### config.mk
export PLATFORM = sky130hd
export DESIGN_NAME = mac_sat_acc
export DESIGN_NICKNAME = d
export VERILOG_FILES = /design/src/rtl/mac_sat_pkg.sv /design/src/rtl/mac_prod.sv /design/src/rtl/mac_clamp.sv /design/src/rtl/mac_acc_reg.sv /design/src/rtl/mac_sat_acc.sv
export SDC_FILE = /design/constraint.sdc
export NUM_CORES = 2
export LEC_CHECK = 0
export BUFFER_PORTS_ARGS = -buffer_cell sky130_fd_sc_hd__buf_2
export CORE_ASPECT_RATIO = 2
export CORE_MARGIN = 8
export CORE_UTILIZATION = 50
export DETAILED_ROUTE_END_ITERATION = 8
export PLACE_DENSITY = 0.7
export SYNTH_ARGS = -nofsm -noshare
export SYNTH_HDL_FRONTEND = slang
export SYNTH_SLANG_ARGS = --single-unit
### constraint.sdc
create_clock -name clk -period 18.41 [get_ports clk]
set_clock_uncertainty 0.15 [all_clocks]
set_input_delay 0.9205 -clock clk [delete_from_list [all_inputs] [get_ports clk]]
set_output_delay 0.9205 -clock clk [all_outputs]
set_load 0.02 [all_outputs]
### src/rtl/mac_sat_pkg.sv
package mac_sat_pkg;
  typedef enum logic {
    MODE_LONG = 1'b0,
    MODE_WORD = 1'b1
  } mac_mode_e;
endpackage

### src/rtl/mac_prod.sv
module mac_prod
  import mac_sat_pkg::*;
#(
  parameter int W = 32
) (
  input  logic [W-1:0]   a,
  input  logic [W-1:0]   b,
  input  mac_mode_e      mode,
  output logic [2*W-1:0] prod
);
  localparam int HALF = W / 2;
  localparam int AW   = 2 * W;

  logic signed [AW-1:0] a_long, b_long, a_half, b_half;
  logic signed [AW-1:0] ma, mb;

  // sign-extend either the whole operand or its lower half to accumulator width
  always_comb begin
    a_long = {{(AW-W){a[W-1]}}, a};
    b_long = {{(AW-W){b[W-1]}}, b};
    a_half = {{(AW-HALF){a[HALF-1]}}, a[HALF-1:0]};
    b_half = {{(AW-HALF){b[HALF-1]}}, b[HALF-1:0]};
    ma = (mode == MODE_WORD) ? a_half : a_long;
    mb = (mode == MODE_WORD) ? b_half : b_long;
  end

  // low AW bits of the signed product are exact for both modes
  assign prod = ma * mb;
endmodule

### src/rtl/mac_clamp.sv
module mac_clamp
  import mac_sat_pkg::*;
#(
  parameter int W = 32
) (
  input  logic [2*W-1:0] sum,
  input  mac_mode_e      mode,
  input  logic           sat_en,
  output logic [2*W-1:0] res
);
  localparam int HALF = W / 2;
  localparam int KEEP = HALF - 1;
  localparam logic [W-1:0] UPPER_MASK = {{HALF{1'b1}}, {(W-HALF){1'b0}}};
  localparam logic [W-1:0] KEEP_MASK  = {{(W-KEEP){1'b0}}, {KEEP{1'b1}}};
  localparam logic [W-1:0] LO_MIN     = {1'b1, {(W-1){1'b0}}};
  localparam logic [W-1:0] LO_MAX     = {1'b0, {(W-1){1'b1}}};
  localparam logic [W-1:0] HI_MARK    = W'(1);

  logic [W:0]   top_bits;
  logic         fits_word;
  logic         neg;
  logic [W-1:0] hi, lo;

  assign top_bits  = sum[2*W-1:W-1];
  assign fits_word = (&top_bits) | ~(|top_bits);
  assign neg       = sum[2*W-1];

  always_comb begin
    hi = sum[2*W-1:W];
    lo = sum[W-1:0];
    if (sat_en) begin
      if (mode == MODE_LONG) begin
        hi = neg ? (hi | UPPER_MASK) : (hi & KEEP_MASK);
      end else if (!fits_word) begin
        hi = HI_MARK;
        lo = neg ? LO_MIN : LO_MAX;
      end
    end
    res = {hi, lo};
  end

  // clamp must never alter the low word in long mode
  always_comb begin
    if (sat_en && mode == MODE_LONG)
      AST_LONG_LO_KEPT: assert (res[W-1:0] == sum[W-1:0]);
  end
endmodule

### src/rtl/mac_acc_reg.sv
module mac_acc_reg #(
  parameter int W = 32
) (
  input  logic           clk,
  input  logic           rst_n,
  input  logic           clr,
  input  logic           ld,
  input  logic [W-1:0]   ld_hi,
  input  logic [W-1:0]   ld_lo,
  input  logic           upd,
  input  logic [2*W-1:0] nxt,
  output logic [2*W-1:0] acc,
  output logic           done
);
  always_ff @(posedge clk) begin
    if (!rst_n) begin
      acc  <= '0;
      done <= 1'b0;
    end else begin
      done <= upd & ~clr & ~ld;
      if (clr)      acc <= '0;
      else if (ld)  acc <= {ld_hi, ld_lo};
      else if (upd) acc <= nxt;
    end
  end

  AST_CLR_ZEROES: assert property (@(posedge clk) disable iff (!rst_n)
    clr |=> (acc == '0));
  AST_LOAD_TAKES: assert property (@(posedge clk) disable iff (!rst_n)
    (ld && !clr) |=> (acc == {$past(ld_hi), $past(ld_lo)}));
  AST_IDLE_HOLDS: assert property (@(posedge clk) disable iff (!rst_n)
    (!clr && !ld && !upd) |=> ($stable(acc) && !done));
endmodule

### src/rtl/mac_sat_acc.sv
module mac_sat_acc
  import mac_sat_pkg::*;
#(
  parameter int W = 32
) (
  input  logic         clk,
  input  logic         rst_n,
  input  logic         clr,
  input  logic         ld,
  input  logic [W-1:0] ld_hi,
  input  logic [W-1:0] ld_lo,
  input  logic         in_valid,
  output logic         in_ready,
  input  logic         op_word,
  input  logic         sat_en,
  input  logic [W-1:0] opnd_a,
  input  logic [W-1:0] opnd_b,
  output logic         out_valid,
  output logic [W-1:0] acc_hi,
  output logic [W-1:0] acc_lo
);
  localparam int AW   = 2 * W;
  localparam int HALF = W / 2;

  mac_mode_e       mode;
  logic [AW-1:0]   prod, sum, clamped, acc;
  logic            accept;

  assign mode     = mac_mode_e'(op_word);
  assign in_ready = ~(clr | ld);
  assign accept   = in_valid & in_ready;

  mac_prod #(.W(W)) u_prod (
    .a(opnd_a), .b(opnd_b), .mode(mode), .prod(prod)
  );

  assign sum = acc + prod;

  mac_clamp #(.W(W)) u_clamp (
    .sum(sum), .mode(mode), .sat_en(sat_en), .res(clamped)
  );

  mac_acc_reg #(.W(W)) u_acc (
    .clk(clk), .rst_n(rst_n), .clr(clr), .ld(ld), .ld_hi(ld_hi), .ld_lo(ld_lo),
    .upd(accept), .nxt(clamped), .acc(acc), .done(out_valid)
  );

  assign acc_hi = acc[AW-1:W];
  assign acc_lo = acc[W-1:0];

  AST_BLOCKED_NO_VALID: assert property (@(posedge clk) disable iff (!rst_n)
    (in_valid && (clr || ld)) |=> !out_valid);
  AST_LONG_SAT_NEG: assert property (@(posedge clk) disable iff (!rst_n)
    (out_valid && $past(sat_en) && !$past(op_word) && acc_hi[W-1])
      |-> (&acc_hi[W-1:W-HALF]));
  AST_LONG_SAT_POS: assert property (@(posedge clk) disable iff (!rst_n)
    (out_valid && $past(sat_en) && !$past(op_word) && !acc_hi[W-1])
      |-> (acc_hi[W-1:HALF-1] == '0));
  AST_WORD_SAT_HI: assert property (@(posedge clk) disable iff (!rst_n)
    (out_valid && $past(sat_en) && $past(op_word))
      |-> (acc_hi == '0 || (&acc_hi) || acc_hi == W'(1)));
endmodule

==> out/qor.yml <==
hold_viol_final: 0
drt_pass1_iterations: 6
cap_viol_max_count: 0
cts_sinks: 65
synth_fp_nets: 7470
core_area_mm2: 0.103
overflow: 0
ys_top_cells_by_count: "1421 x fa_1, 1411 x inv_1, 527 x nand2_1"
relSlewSlack_pct: 17.2
path_common_cell: "fa_1"
syn_to_final_growth_pct: 4.68
min-delay-path-class: "reg2reg"
grt_usage_pct: 34.1
grt_pass1_wl_mm: 285
antenna_found_initial: 13
place_congestion: 1.07
synth.top_cell.area_share_pct: 54.7
slowest_delay_ns: 1.01
port_buffers: 200
synth_area_mm2: 0.0520
r2r_slack_ns: 8.79
dieArea_mm2: 0.115
reg2reg_to: "u_acc.acc[54]"
wl_per_cell_um: 28.0
setup_viol: 0
synth_edf_count: 0
cts_setup_buffers: 0
initial_core_util_pct: 50.3
synth_area_leader_cell: "fa_1"
synth_ff_type: "dfxtp_1"
die_w_um: 244
slowest_stage: "nor4bb_1"
synthMostInstantiatedCell: "fa_1"
rsz0062_at_grt: "no"
chipHeight_um: 472
final_core_util_pct: 52.7
clkTransAtPathRegs_ns: 0.06
hpwl_mm: 161
rows: 167
clockBufferDepth: 2
drt-initial-drc-count: 3294
io_pins: 201
wl_mm: 193
cp.arrival_ns: 14.26
endpoint: "u_acc.acc[54]"
routed_via_density: 5.82
cts_tree: "yes"
cts_made_buffers: 9
h-tree-depth: 3
setup_tns_ns: 0
postSynthAreaPerCell_um2: 9.39
cp-startpoint: "opnd_a[15]"
worstMarginPinSlew_ns: 1.24
cp_max_fo: 33
postRouteAntennaNets: 0
ff2ff_path_depth: 22
cp-end-kind: "flip-flop"
drc: 0
synth_cell_types: 82
vias: 40100
status: "completed"
clk_latency_ns: 0.34
reg2reg_from: "u_acc.acc[30]"
synth_seq_area_share_pct: 2.50
fmax_mhz: 70.2
grt_max_degree: 66
drive_gt1_share_pct: 5.76
synthTopCellsByArea: "fa_1 55%, inv_1 10%, ha_1 8.9%"
fin_nets: 7466
clk_root_buffer_cell: "clkbuf_16"
period_share_pct: 77.3
first_global_vias: 45100
async_reset_ff_share_pct: 0
required_ns: 18.43
yosys_warnings: 0
setup.worst_path.class: "in2reg"
start_kind: "input pin"
min_period_ns: 14.24
syn_inst: 5542
ys_ff_latch: 65
slew_violations: 0
cts.repair.resized: 0
postCtsHoldBufs: 0
-- layout make-up --
cell class / count / area, um^2
clock inverters: 5 / 55.1
diodes: 3 / 7.51
multi-input cells: 3786 / 44400
flip-flops and latches: 65 / 1300
well taps: 1352 / 1690
clock buffers: 11 / 243
repair buffers: 263 / 1470
inverters: 1413 / 5300
fillers: 9608 / 49000
-- critical path, delay by kind of cell --
family / cells / cell delay [ns]
fa+ha+maj: 11 / 5.47
compound gates: 6 / 2.39
xor+xnor: 1 / 0.62
simple gates: 6 / 3.05
buf+inv: 7 / 1.74
-- state kept, by name, indices dropped and copies added (netlist names) --
signal	cells
u_acc.acc	64
u_acc.done	1
-- cells by family (layout without fill, tap and decap cells) --
logic type | after synthesis | in the layout | synth area share (%)
flip-flops | 65 | 65 | 2.50
AND/OR/NAND/NOR | 1372 | 1372 | 12.9
other | 0 | 3 | 0
multiplexers | 4 | 4 | 0.0818
XOR/XNOR | 119 | 119 | 2.02
AO/OA/AOI/OAI | 498 | 498 | 6.60
adder cells (fa/ha/maj) | 1793 | 1793 | 63.6
buffers and inverters | 1691 | 1692 | 12.3
-- metal layers --
layer	vias to the layer above	global-route usage (%)	part of all wire (%)
met4	10	36.9	14
met5	-	0	0.028
li1	16300	-	-
met2	2054	59.8	51
met3	881	5.82	6.3
met1	20900	31.6	28
-- layout by cell type (no fill, tap or decap), types with 9 or more instances in the layout --
cell type and count:
dfxtp_1 65, nor2_1 229, xor2_1 35, nand4_1 23
a211oi_1 35, o311ai_0 10, nand2_1 526, clkbuf_16 9
a21oi_1 132, o32ai_1 26, o21a_1 9, o21bai_1 13
o21ai_0 66, and4_1 10, a31oi_1 12, buf_4 63
nand3_1 17, o211ai_1 10, o31ai_1 10, buf_2 200
o22ai_1 24, ha_1 372, xnor2_1 83, inv_1 1410
nor2b_1 52, and2_1 407, and3_1 54, nor3_1 17
a21o_1 70, fa_1 1421
-- worst min-delay path by stage --
stage | start | end | slack, ns | cells past startpoint
floorplan | u_acc.acc[31] | u_acc.acc[31] | 0.54 | 3
global placement | u_acc.acc[0] | u_acc.acc[0] | 0.52 | 3
detailed placement | u_acc.acc[0] | u_acc.acc[0] | 0.53 | 3
CTS | u_acc.acc[0] | u_acc.acc[0] | 0.54 | 3
global route | u_acc.acc[51] | u_acc.acc[51] | 0.57 | 2
finish | u_acc.acc[0] | u_acc.acc[0] | 0.53 | 3
-- through the flow --
stage / hold WS [ns] / instance area [um^2] / std cells / worst slack (ns)
detailed placement: 0.527 / 54200 / 6879 / 4.00
CTS: 0.542 / 54500 / 6895 / 4.37
global placement: 0.518 / 54200 / 6879 / 4.41
floorplan: 0.538 / 52000 / 5542 / 7.14
finish: 0.534 / 54500 / 6898 / 4.17
global route: 0.572 / 54500 / 6895 / 3.44
Power is left out: the tool's default activity adds up to more than one toggle a clock period on the data nets, which glitch-free logic cannot reach.
